==> config.mk <==
export PLATFORM = sky130hd
export DESIGN_NAME = stream_colour_filter
export DESIGN_NICKNAME = d
export VERILOG_FILES = /design/src/rtl/sbf_pkg.sv /design/src/rtl/sbf_colour_reg.sv /design/src/rtl/sbf_req_queue.sv /design/src/rtl/sbf_pass_gate.sv /design/src/rtl/stream_colour_filter.sv
export SDC_FILE = /design/constraint.sdc
export NUM_CORES = 1
export LEC_CHECK = 0
export ABC_CLOCK_PERIOD_IN_PS = 1600
export BUFFER_PORTS_ARGS = -buffer_cell sky130_fd_sc_hd__buf_2
export CAP_MARGIN = 15
export CORE_ASPECT_RATIO = 1.25
export CORE_MARGIN = 5
export CORE_UTILIZATION = 50
export DETAILED_ROUTE_END_ITERATION = 12
export PLACE_DENSITY_LB_ADDON = 0.2
export SYNTH_ARGS = -nofsm -noshare
export SYNTH_HDL_FRONTEND = slang
export SYNTH_HIERARCHICAL = 1
export SYNTH_SLANG_ARGS = --single-unit
==> constraint.sdc <==
create_clock -name clk -period 1.6 [get_ports clk]
set_input_delay 0.32 -clock clk [delete_from_list [all_inputs] [get_ports clk]]
set_output_delay 0.32 -clock clk [all_outputs]
set_load 0.03 [all_outputs]
==> src/rtl/sbf_pkg.sv <==
package sbf_pkg;
  typedef enum logic {
    PKT_DROP = 1'b0,
    PKT_PASS = 1'b1
  } pkt_verdict_e;

  localparam int SYNC_STAGES = 2;
endpackage

==> src/rtl/sbf_colour_reg.sv <==
module sbf_colour_reg #(
  parameter int COLOUR_W = 2
) (
  input  logic                clk,
  input  logic                rst_n,
  input  logic                advance,
  output logic [COLOUR_W-1:0] colour
);
  logic [COLOUR_W-1:0] colour_q;
  logic [COLOUR_W-1:0] colour_d;

  always_comb begin
    colour_d = colour_q + COLOUR_W'(1);
  end

  always_ff @(posedge clk or negedge rst_n) begin
    if (!rst_n) begin
      colour_q <= '0;
    end else if (advance) begin
      colour_q <= colour_d;
    end
  end

  assign colour = colour_q;
endmodule

==> src/rtl/sbf_req_queue.sv <==
module sbf_req_queue #(
  parameter int AW    = 32,
  parameter int DEPTH = 3
) (
  input  logic          clk,
  input  logic          rst_n,
  input  logic          push,
  input  logic [AW-1:0] push_addr,
  input  logic          pop,
  output logic          valid,
  output logic          full,
  output logic [AW-1:0] head
);
  localparam int PW = (DEPTH > 1) ? $clog2(DEPTH) : 1;
  localparam int CW = $clog2(DEPTH + 1);

  logic [AW-1:0] slot_q [DEPTH];
  logic [PW-1:0] wr_q, wr_d, rd_q, rd_d;
  logic [CW-1:0] cnt_q, cnt_d;
  logic          pop_en;

  assign valid  = (cnt_q != '0);
  assign full   = (cnt_q == CW'(DEPTH));
  assign pop_en = pop && valid;
  assign head   = slot_q[rd_q];

  function automatic logic [PW-1:0] ptr_inc(input logic [PW-1:0] p);
    return (p == PW'(DEPTH - 1)) ? '0 : p + PW'(1);
  endfunction

  always_comb begin
    wr_d  = push   ? ptr_inc(wr_q) : wr_q;
    rd_d  = pop_en ? ptr_inc(rd_q) : rd_q;
    cnt_d = cnt_q;
    if (push && !pop_en) cnt_d = cnt_q + CW'(1);
    if (!push && pop_en) cnt_d = cnt_q - CW'(1);
  end

  always_ff @(posedge clk or negedge rst_n) begin
    if (!rst_n) begin
      wr_q  <= '0;
      rd_q  <= '0;
      cnt_q <= '0;
    end else begin
      wr_q  <= wr_d;
      rd_q  <= rd_d;
      cnt_q <= cnt_d;
    end
  end

  for (genvar i = 0; i < DEPTH; i++) begin : g_slot
    logic slot_en;
    assign slot_en = push && (wr_q == PW'(i));
    always_ff @(posedge clk) begin
      if (slot_en) slot_q[i] <= push_addr;
    end
  end


  no_overflow_chk: assert property (@(posedge clk) disable iff (!rst_n)
    push |-> (!full || pop));


  req_hold_chk: assert property (@(posedge clk) disable iff (!rst_n)
    (valid && !pop) |=> (valid && head == $past(head)));
endmodule

==> src/rtl/sbf_pass_gate.sv <==
module sbf_pass_gate
  import sbf_pkg::*;
#(
  parameter int AW       = 32,
  parameter int DW       = 32,
  parameter int COLOUR_W = 2
) (
  input  logic [COLOUR_W-1:0] expect_colour,
  input  logic                in_valid,
  output logic                in_ready,
  input  logic [COLOUR_W-1:0] in_colour,
  input  logic [AW-1:0]       in_pc,
  input  logic [DW-1:0]       in_insn,
  output logic                out_valid,
  input  logic                out_ready,
  output logic [AW-1:0]       out_pc,
  output logic [DW-1:0]       out_insn
);
  pkt_verdict_e verdict;

  always_comb begin
    verdict   = (in_colour == expect_colour) ? PKT_PASS : PKT_DROP;
    out_valid = in_valid && (verdict == PKT_PASS);
    in_ready  = (verdict == PKT_PASS) ? out_ready : 1'b1;
    out_pc    = in_pc;
    out_insn  = in_insn;
  end
endmodule

==> src/rtl/stream_colour_filter.sv <==
module stream_colour_filter
  import sbf_pkg::*;
#(
  parameter int AW       = 32,
  parameter int DW       = 32,
  parameter int COLOUR_W = 2
) (
  input  logic                clk,
  input  logic                rst_n,
  input  logic                br_taken,
  input  logic [AW-1:0]       br_target,
  output logic                req_valid,
  output logic [AW-1:0]       req_target,
  input  logic                req_ack,
  input  logic                in_valid,
  output logic                in_ready,
  input  logic [COLOUR_W-1:0] in_colour,
  input  logic [AW-1:0]       in_pc,
  input  logic [DW-1:0]       in_insn,
  output logic                out_valid,
  input  logic                out_ready,
  output logic [AW-1:0]       out_pc,
  output logic [DW-1:0]       out_insn
);
  localparam int REQ_DEPTH = (1 << COLOUR_W) - 1;

  logic [SYNC_STAGES-1:0] rst_pipe_q;
  logic                   rst_ns;
  logic [COLOUR_W-1:0]    cur_colour;
  logic                   req_full;

  always_ff @(posedge clk or negedge rst_n) begin
    if (!rst_n) begin
      rst_pipe_q <= '0;
    end else begin
      rst_pipe_q <= {rst_pipe_q[SYNC_STAGES-2:0], 1'b1};
    end
  end
  assign rst_ns = rst_pipe_q[SYNC_STAGES-1];

  sbf_colour_reg #(.COLOUR_W(COLOUR_W)) colour_i (
    .clk     (clk),
    .rst_n   (rst_ns),
    .advance (br_taken),
    .colour  (cur_colour)
  );

  sbf_req_queue #(.AW(AW), .DEPTH(REQ_DEPTH)) reqq_i (
    .clk       (clk),
    .rst_n     (rst_ns),
    .push      (br_taken),
    .push_addr (br_target),
    .pop       (req_ack),
    .valid     (req_valid),
    .full      (req_full),
    .head      (req_target)
  );

  sbf_pass_gate #(.AW(AW), .DW(DW), .COLOUR_W(COLOUR_W)) gate_i (
    .expect_colour (cur_colour),
    .in_valid      (in_valid),
    .in_ready      (in_ready),
    .in_colour     (in_colour),
    .in_pc         (in_pc),
    .in_insn       (in_insn),
    .out_valid     (out_valid),
    .out_ready     (out_ready),
    .out_pc        (out_pc),
    .out_insn      (out_insn)
  );


  drop_accept_chk: assert property (@(posedge clk) disable iff (!rst_ns)
    (in_valid && in_colour != cur_colour) |-> (in_ready && !out_valid));


  pass_through_chk: assert property (@(posedge clk) disable iff (!rst_ns)
    (in_valid && in_colour == cur_colour) |-> (out_valid && in_ready == out_ready && out_pc == in_pc));


  colour_step_chk: assert property (@(posedge clk) disable iff (!rst_ns)
    br_taken |=> (cur_colour == COLOUR_W'($past(cur_colour) + 1'b1)));


  req_raise_chk: assert property (@(posedge clk) disable iff (!rst_ns)
    br_taken |=> req_valid);


  colour_hold_chk: assert property (@(posedge clk) disable iff (!rst_ns)
    !br_taken |=> $stable(cur_colour));


  queue_room_chk: assert property (@(posedge clk) disable iff (!rst_ns)
    (br_taken && req_full) |-> req_ack);
endmodule

==> flow_metrics.tcl, run 1 <==
set metrics [dict create \
    status "complete, but fails checks" \
    violations "negative setup slack" \
    antenna_found_initial 0 \
    crit_path_start_kind "register" \
    endpoint "req_target[24]" \
    slew_viol_final 0 \
    antenna_left 0 \
    setup_tns_ns -5.34 \
    dieArea_mm2 0.0110 \
    die_y_um 116 \
    syn-instance-count 305 \
    boundaryPins 203 \
    cts.path.max_buffers 2 \
    htreeDepth 3 \
    setup_slack_ns -0.220 \
    max_freq_ghz 0.549 \
    rsz0062_at_grt "yes" \
    cellLeakagePower_nw 1.85 \
    clk_latency_ns 0.36 \
    netlist_area_mm2 0.00448 \
    clkTransAtPathRegs_ns 0.09 \
    skew_ns 0.00806 \
    avgSynthCellArea_um2 14.7 \
    ff2ff_setup_slack_ns 0.23 \
    globalRouteOverflowTotal 0 \
    max_cap_viol_count 0 \
    cts_tree "built" \
    setup_viol 32 \
    p_comb_share_pct 44.1 \
    drt_iter0_drc 75 \
    gp_congestion 0.752 \
    seqPwrFrac_pct 40.5 \
    n_antenna_cell 0 \
    required_ns 1.28 \
    p_per_area_mw_per_mm2 1890 \
    criticalPathCategory "register to output port" \
    dieWidth_um 94.6 \
    fin_crit_ns 1.82 \
    worstPathArrival_ns 1.50 \
    reg2reg_to "reqq_i/cnt_q[1]" \
    grt_pass1_wl_um 12600 \
    rows 38 \
    viasPerCell 5.00 \
    hpwl_um 6200 \
    initial_core_util_pct 51.4 \
    drc 0 \
    hold_viol 0 \
    totalWireLength_um 8640 \
    cts_buffers 9 \
    vias 2275 \
    worstPathMaxFanout 21 \
    grt_pass1_vias 2347 \
    crit_start "reqq_i/rd_q[0]" \
    p_sw_w 0.00361 \
    clock_sink_count 106 \
    p_int_w 0.00576 \
    core_mm2 0.00870 \
    ys.warnings.count 6 \
    whs_ns 0.134 \
    fin_nets 435 \
    n_fill_cell 704 \
    wire_per_inst_um 19.0 \
    hp-class "register to asynchronous set/reset pin" \
    min_period_over_period_pct 114 \
    drive_gt1_share_pct 35.8 \
    syn2layout_area_growth_pct 10.5 \
    switching_share_pct 38.6 \
    cp-end-kind "output port" \
    power_frac_clock_pct 15.4 \
    grt.total_usage_pct 16.0 \
    grt_max_degree 51 \
    dp.cells 436 \
    root_buffer "clkbuf_8" \
    postSynthNetCount 410 \
    firstDrtPassIters 4 \
    r2r_start "reqq_i/cnt_q[0]" \
    reg2reg_depth 5 \
    fin_cells 455 \
    port_buffers 74 \
    irDropWorstVdd_uv 1040 \
]
-- registers in the layout (all words and copies together), names as in the netlist --
signal           flops
rst_pipe_q           2
colour_i/colour      2
reqq_i/rd_q          2
reqq_i/cnt_q         2
reqq_i/slot_q       96
reqq_i/wr_q          2
-- layout by cell type, fill, tap and decap left out, drive strengths merged --
master       instances
edfxtp              96
conb                 1
clkinvlp             1
o21ai               34
dfrtp               10
buf                 88
clkbuf               9
nand2               36
and3                 1
nor2                 2
nor3b                1
a21o                 3
ha                   1
inv                  4
nand3b               1
clkinv               4
xnor2                5
xor2                 2
nor3                 2
mux2i               32
or2                  1
dlygate4sd3          1
-- what timing repair did --
item | CTS | global route
endpoints found under the hold margin | 2 | 0
pin swaps | 4 | 2
hold buffers | 1 | 0
setup endpoints to repair | 34 | 35
buffers inserted | 1 | 1
gates resized for setup | 39 | 10
-- critical path, cell delays in order (launching register included) --
cell and delay (ns):
dfrtp_2 0.45, buf_12 0.18, mux2i_1 0.13, o21ai_1 0.18, buf_4 0.19
-- routing by layer --
layer / vias to the layer above / track usage (%) / wire length [um]
li1: 1071 / - / -
met1: 1060 / 16.3 / 2830
met2: 91 / 25.9 / 4290
met3: 53 / 7.92 / 1070
met4: 0 / 10.5 / 452
met5: - / 0 / 0
-- layout make-up --
cell class,instances,area [um2],share of cell area [%]
clock buffer,9,124,2.50
inverter,2,7.51,0.152
tap,120,150,3.04
clock inverter,7,53.8,1.09
timing repair buffer,89,624,12.6
multi-input combinational,122,848,17.2
sequential,106,3140,63.4
-- power groups by stage --
stage / Combinational [W] / Sequential, W / Clock [W]
floorplan: 0.00296 / 0.00379 / 0
global route: 0.00442 / 0.00384 / 0.00163
detailed placement: 0.00371 / 0.00385 / 0
CTS: 0.00412 / 0.00379 / 0.00151
global placement: 0.00368 / 0.00383 / 0
finish: 0.00413 / 0.00379 / 0.00145
-- how the worst min path moves through the flow --
stage / startpoint / slack (ns) / end
after floorplan: rst_n / 0.02 / rst_pipe_q[0]
final: rst_pipe_q[1] / 0.13 / reqq_i/cnt_q[0]
after global routing: br_target[23] / 0.12 / reqq_i/slot_q[2][23]
after detailed placement: rst_n / 0.11 / rst_pipe_q[0]
after global placement: rst_n / 0.11 / rst_pipe_q[0]
after CTS: br_target[23] / 0.12 / reqq_i/slot_q[2][23]
-- through the flow --
stage,utilization [%],setup slack [ns],cell area [um2],total power (W)
after floorplan,-,-0.129,4510,0.00675
after global placement,52.8,0.0915,4590,0.00751
after detailed placement,52.8,0.0789,4590,0.00756
after CTS,56.3,-0.255,4900,0.00942
after global routing,56.8,-0.310,4950,0.00989
final,56.8,-0.220,4950,0.00937
No activity file was read; power rests on OpenSTA's default activity.
==> run 2: changes to the inputs <==
- ABC_CLOCK_PERIOD_IN_PS: 1600 -> 1800
- CORE_UTILIZATION: 50 -> 47
- clock period: 1.6 -> 1.8 ns (I/O delays scaled with it)
==> run 2 against run 1 <==
  * The flow still finishes with violations (negative setup slack)
  * Critical path depth unchanged
  * Largest power group unchanged
  * Largest cell class unchanged
  * Clock-buffer cell count grew 1
  * Clock skew decreased by 0.0026 ns
==> flow_metrics.tcl, run 2 (synthesis gave the netlist of run 1 again) <==
set metrics [dict create \
    status "complete, but fails checks" \
    violations "negative setup slack" \
    max_cap_viol_count 0 \
    slew_viol_final 0 \
    grt_pass1_wl_um 13600 \
    drc 0 \
    cellLeakagePower_nw 1.88 \
    initial_core_util_pct 48.5 \
    largest-register "reqq_i/slot_q" \
    dieWidth_um 97.3 \
    clkTransAtPathRegs_ns 0.06 \
    cp_slowest_cell "dfrtp_2" \
    r2r_start "reqq_i/cnt_q[0]" \
    crit_start "reqq_i/rd_q[0]" \
    hp-class "register to asynchronous set/reset pin" \
    final_common_cell "edfxtp_1" \
    port_buffers 74 \
    power_frac_clock_pct 21.4 \
    grt_pass1_vias 2358 \
    skew_ns 0.00543 \
    final_cell_mix "96 x edfxtp_1, 55 x buf_2, 36 x nand2_1, 32 x o21ai_1, 31 x mux2i_1" \
    reg2reg_depth 5 \
    gp_congestion 0.731 \
    p_int_w 0.00552 \
    grt.total_usage_pct 15.6 \
    hpwl_um 6470 \
    vias 2220 \
    setup_viol 11 \
    drt_iter0_drc 127 \
    totalWireLength_um 8990 \
    fin_cells 457 \
    clock_sink_count 106 \
    place_area_mm2 0.00460 \
    place_worst_setup_slack_ns 0.209 \
    grt_max_degree 57 \
    rows 39 \
    crit_path_cell_trace "buf_12, mux2i_1, o21ai_1, buf_4" \
    globalRouteOverflowTotal 0 \
    reg2reg_to "reqq_i/cnt_q[1]" \
    htreeDepth 3 \
    cp-end-kind "output port" \
    setup_slack_ns -0.0651 \
    worstPathMaxFanout 13 \
    power_w 0.00874 \
    criticalPathCategory "register to output port" \
    min_period_over_period_pct 104 \
    dieArea_mm2 0.0116 \
    required_ns 1.44 \
    largest_reg_flops 96 \
    irDropWorstVdd_uv 904 \
    rsz0062_at_grt "yes" \
    hold_viol 0 \
    cts.path.max_buffers 2 \
    p_comb_share_pct 39.9 \
    viasPerCell 4.86 \
    design_area_mm2 0.00499 \
    antenna_left 0 \
    p_sw_w 0.00322 \
    fin_nets 434 \
    p_per_area_mw_per_mm2 1750 \
    ff2ff_setup_slack_ns 0.31 \
    root_buffer "clkbuf_16" \
    core_mm2 0.00922 \
    drive_gt1_share_pct 32.9 \
    switching_share_pct 36.8 \
    max_freq_ghz 0.536 \
    cts_buffers 9 \
    syn2layout_area_growth_pct 11.4 \
    n_antenna_cell 0 \
    dp.cells 438 \
    boundaryPins 203 \
    slowest_delay_ns 0.47 \
    firstDrtPassIters 4 \
    fin_util_pct 54.1 \
    crit_path_start_kind "register" \
    worstPathArrival_ns 1.51 \
    seqPwrFrac_pct 38.7 \
    wire_per_inst_um 19.7 \
    fin_crit_ns 1.87 \
    die_y_um 119 \
    antenna_found_initial 0 \
    cts_tree "built" \
    clk_latency_ns 0.34 \
]
[run 2: changes by cell type in the layout (fill, tap and decap cells not counted), moves of 3 or more]
cell       change
mux2i_1        +3
buf_2         +15
buf_4         -19
clkbuf_8       -9
clkbuf_16      +9
buf_6          +3
[run 2: repair_timing]
action,4_1_cts,5_1_grt
endpoints found under the hold margin,2,0
setup endpoints to repair,28,32
gates resized for setup,21,5
hold buffers,1,0
pin swaps,0,0
setup buffers,2,0
[run 2: metrics by stage]
stage,hold slack [ns],setup TNS (ns)
5_1_grt,0.193,-2.70
3_5_place_dp,0.148,0
3_3_place_gp,0.139,0
6_report,0.141,-0.174
4_1_cts,0.161,-1.17
2_1_floorplan,0.0644,-23.50
[run 2: layout make-up]
class,count,area [um2]
fillers,749,4240
flip-flops and latches,106,3140
multi-input cells,122,812
repair buffers,88,591
clock buffers,10,229
well taps,123,154
clock inverters,6,57.6
inverters,2,7.51
[run 2: per-layer routing]
layer / wire [um] / GRT usage, % / up-vias / part of all wire, %
met5: 0 / 0 / - / 0
met4: 402 / 8.31 / 0 / 4.5
met3: 827 / 7.43 / 32 / 9.2
met2: 4710 / 26.8 / 96 / 52
met1: 3060 / 15.8 / 1020 / 34
li1: - / - / 1072 / -
[run 2: worst max path at each step]
stage / to / slack [ns] / cells after the start
3_5_place_dp: req_target[11] / 0.21 / 4
5_1_grt: req_target[12] / -0.13 / 4
3_3_place_gp: req_target[11] / 0.21 / 4
2_1_floorplan: reqq_i/slot_q[0][0] / -0.37 / 1
4_1_cts: req_target[12] / -0.08 / 4
6_report: req_target[12] / -0.07 / 4
[run 2: critical path, delay by kind of cell, from the launching register on]
| kind | cells | cell delay, ns |
|---|---|---|
| AO/OA/AOI/OAI | 1 | 0.19 |
| buffers and inverters | 2 | 0.38 |
| multiplexers | 1 | 0.12 |
| flip-flops | 1 | 0.47 |
[run 2: power groups by stage]
stage                     sequential, W  clock (W)  combinational, W
after floorplan                 0.00336          0           0.00262
after global placement          0.00343          0           0.00325
after detailed placement        0.00344          0           0.00327
after CTS                       0.00338    0.00192           0.00352
after global routing            0.00342    0.00205           0.00373
final                           0.00338    0.00187           0.00349
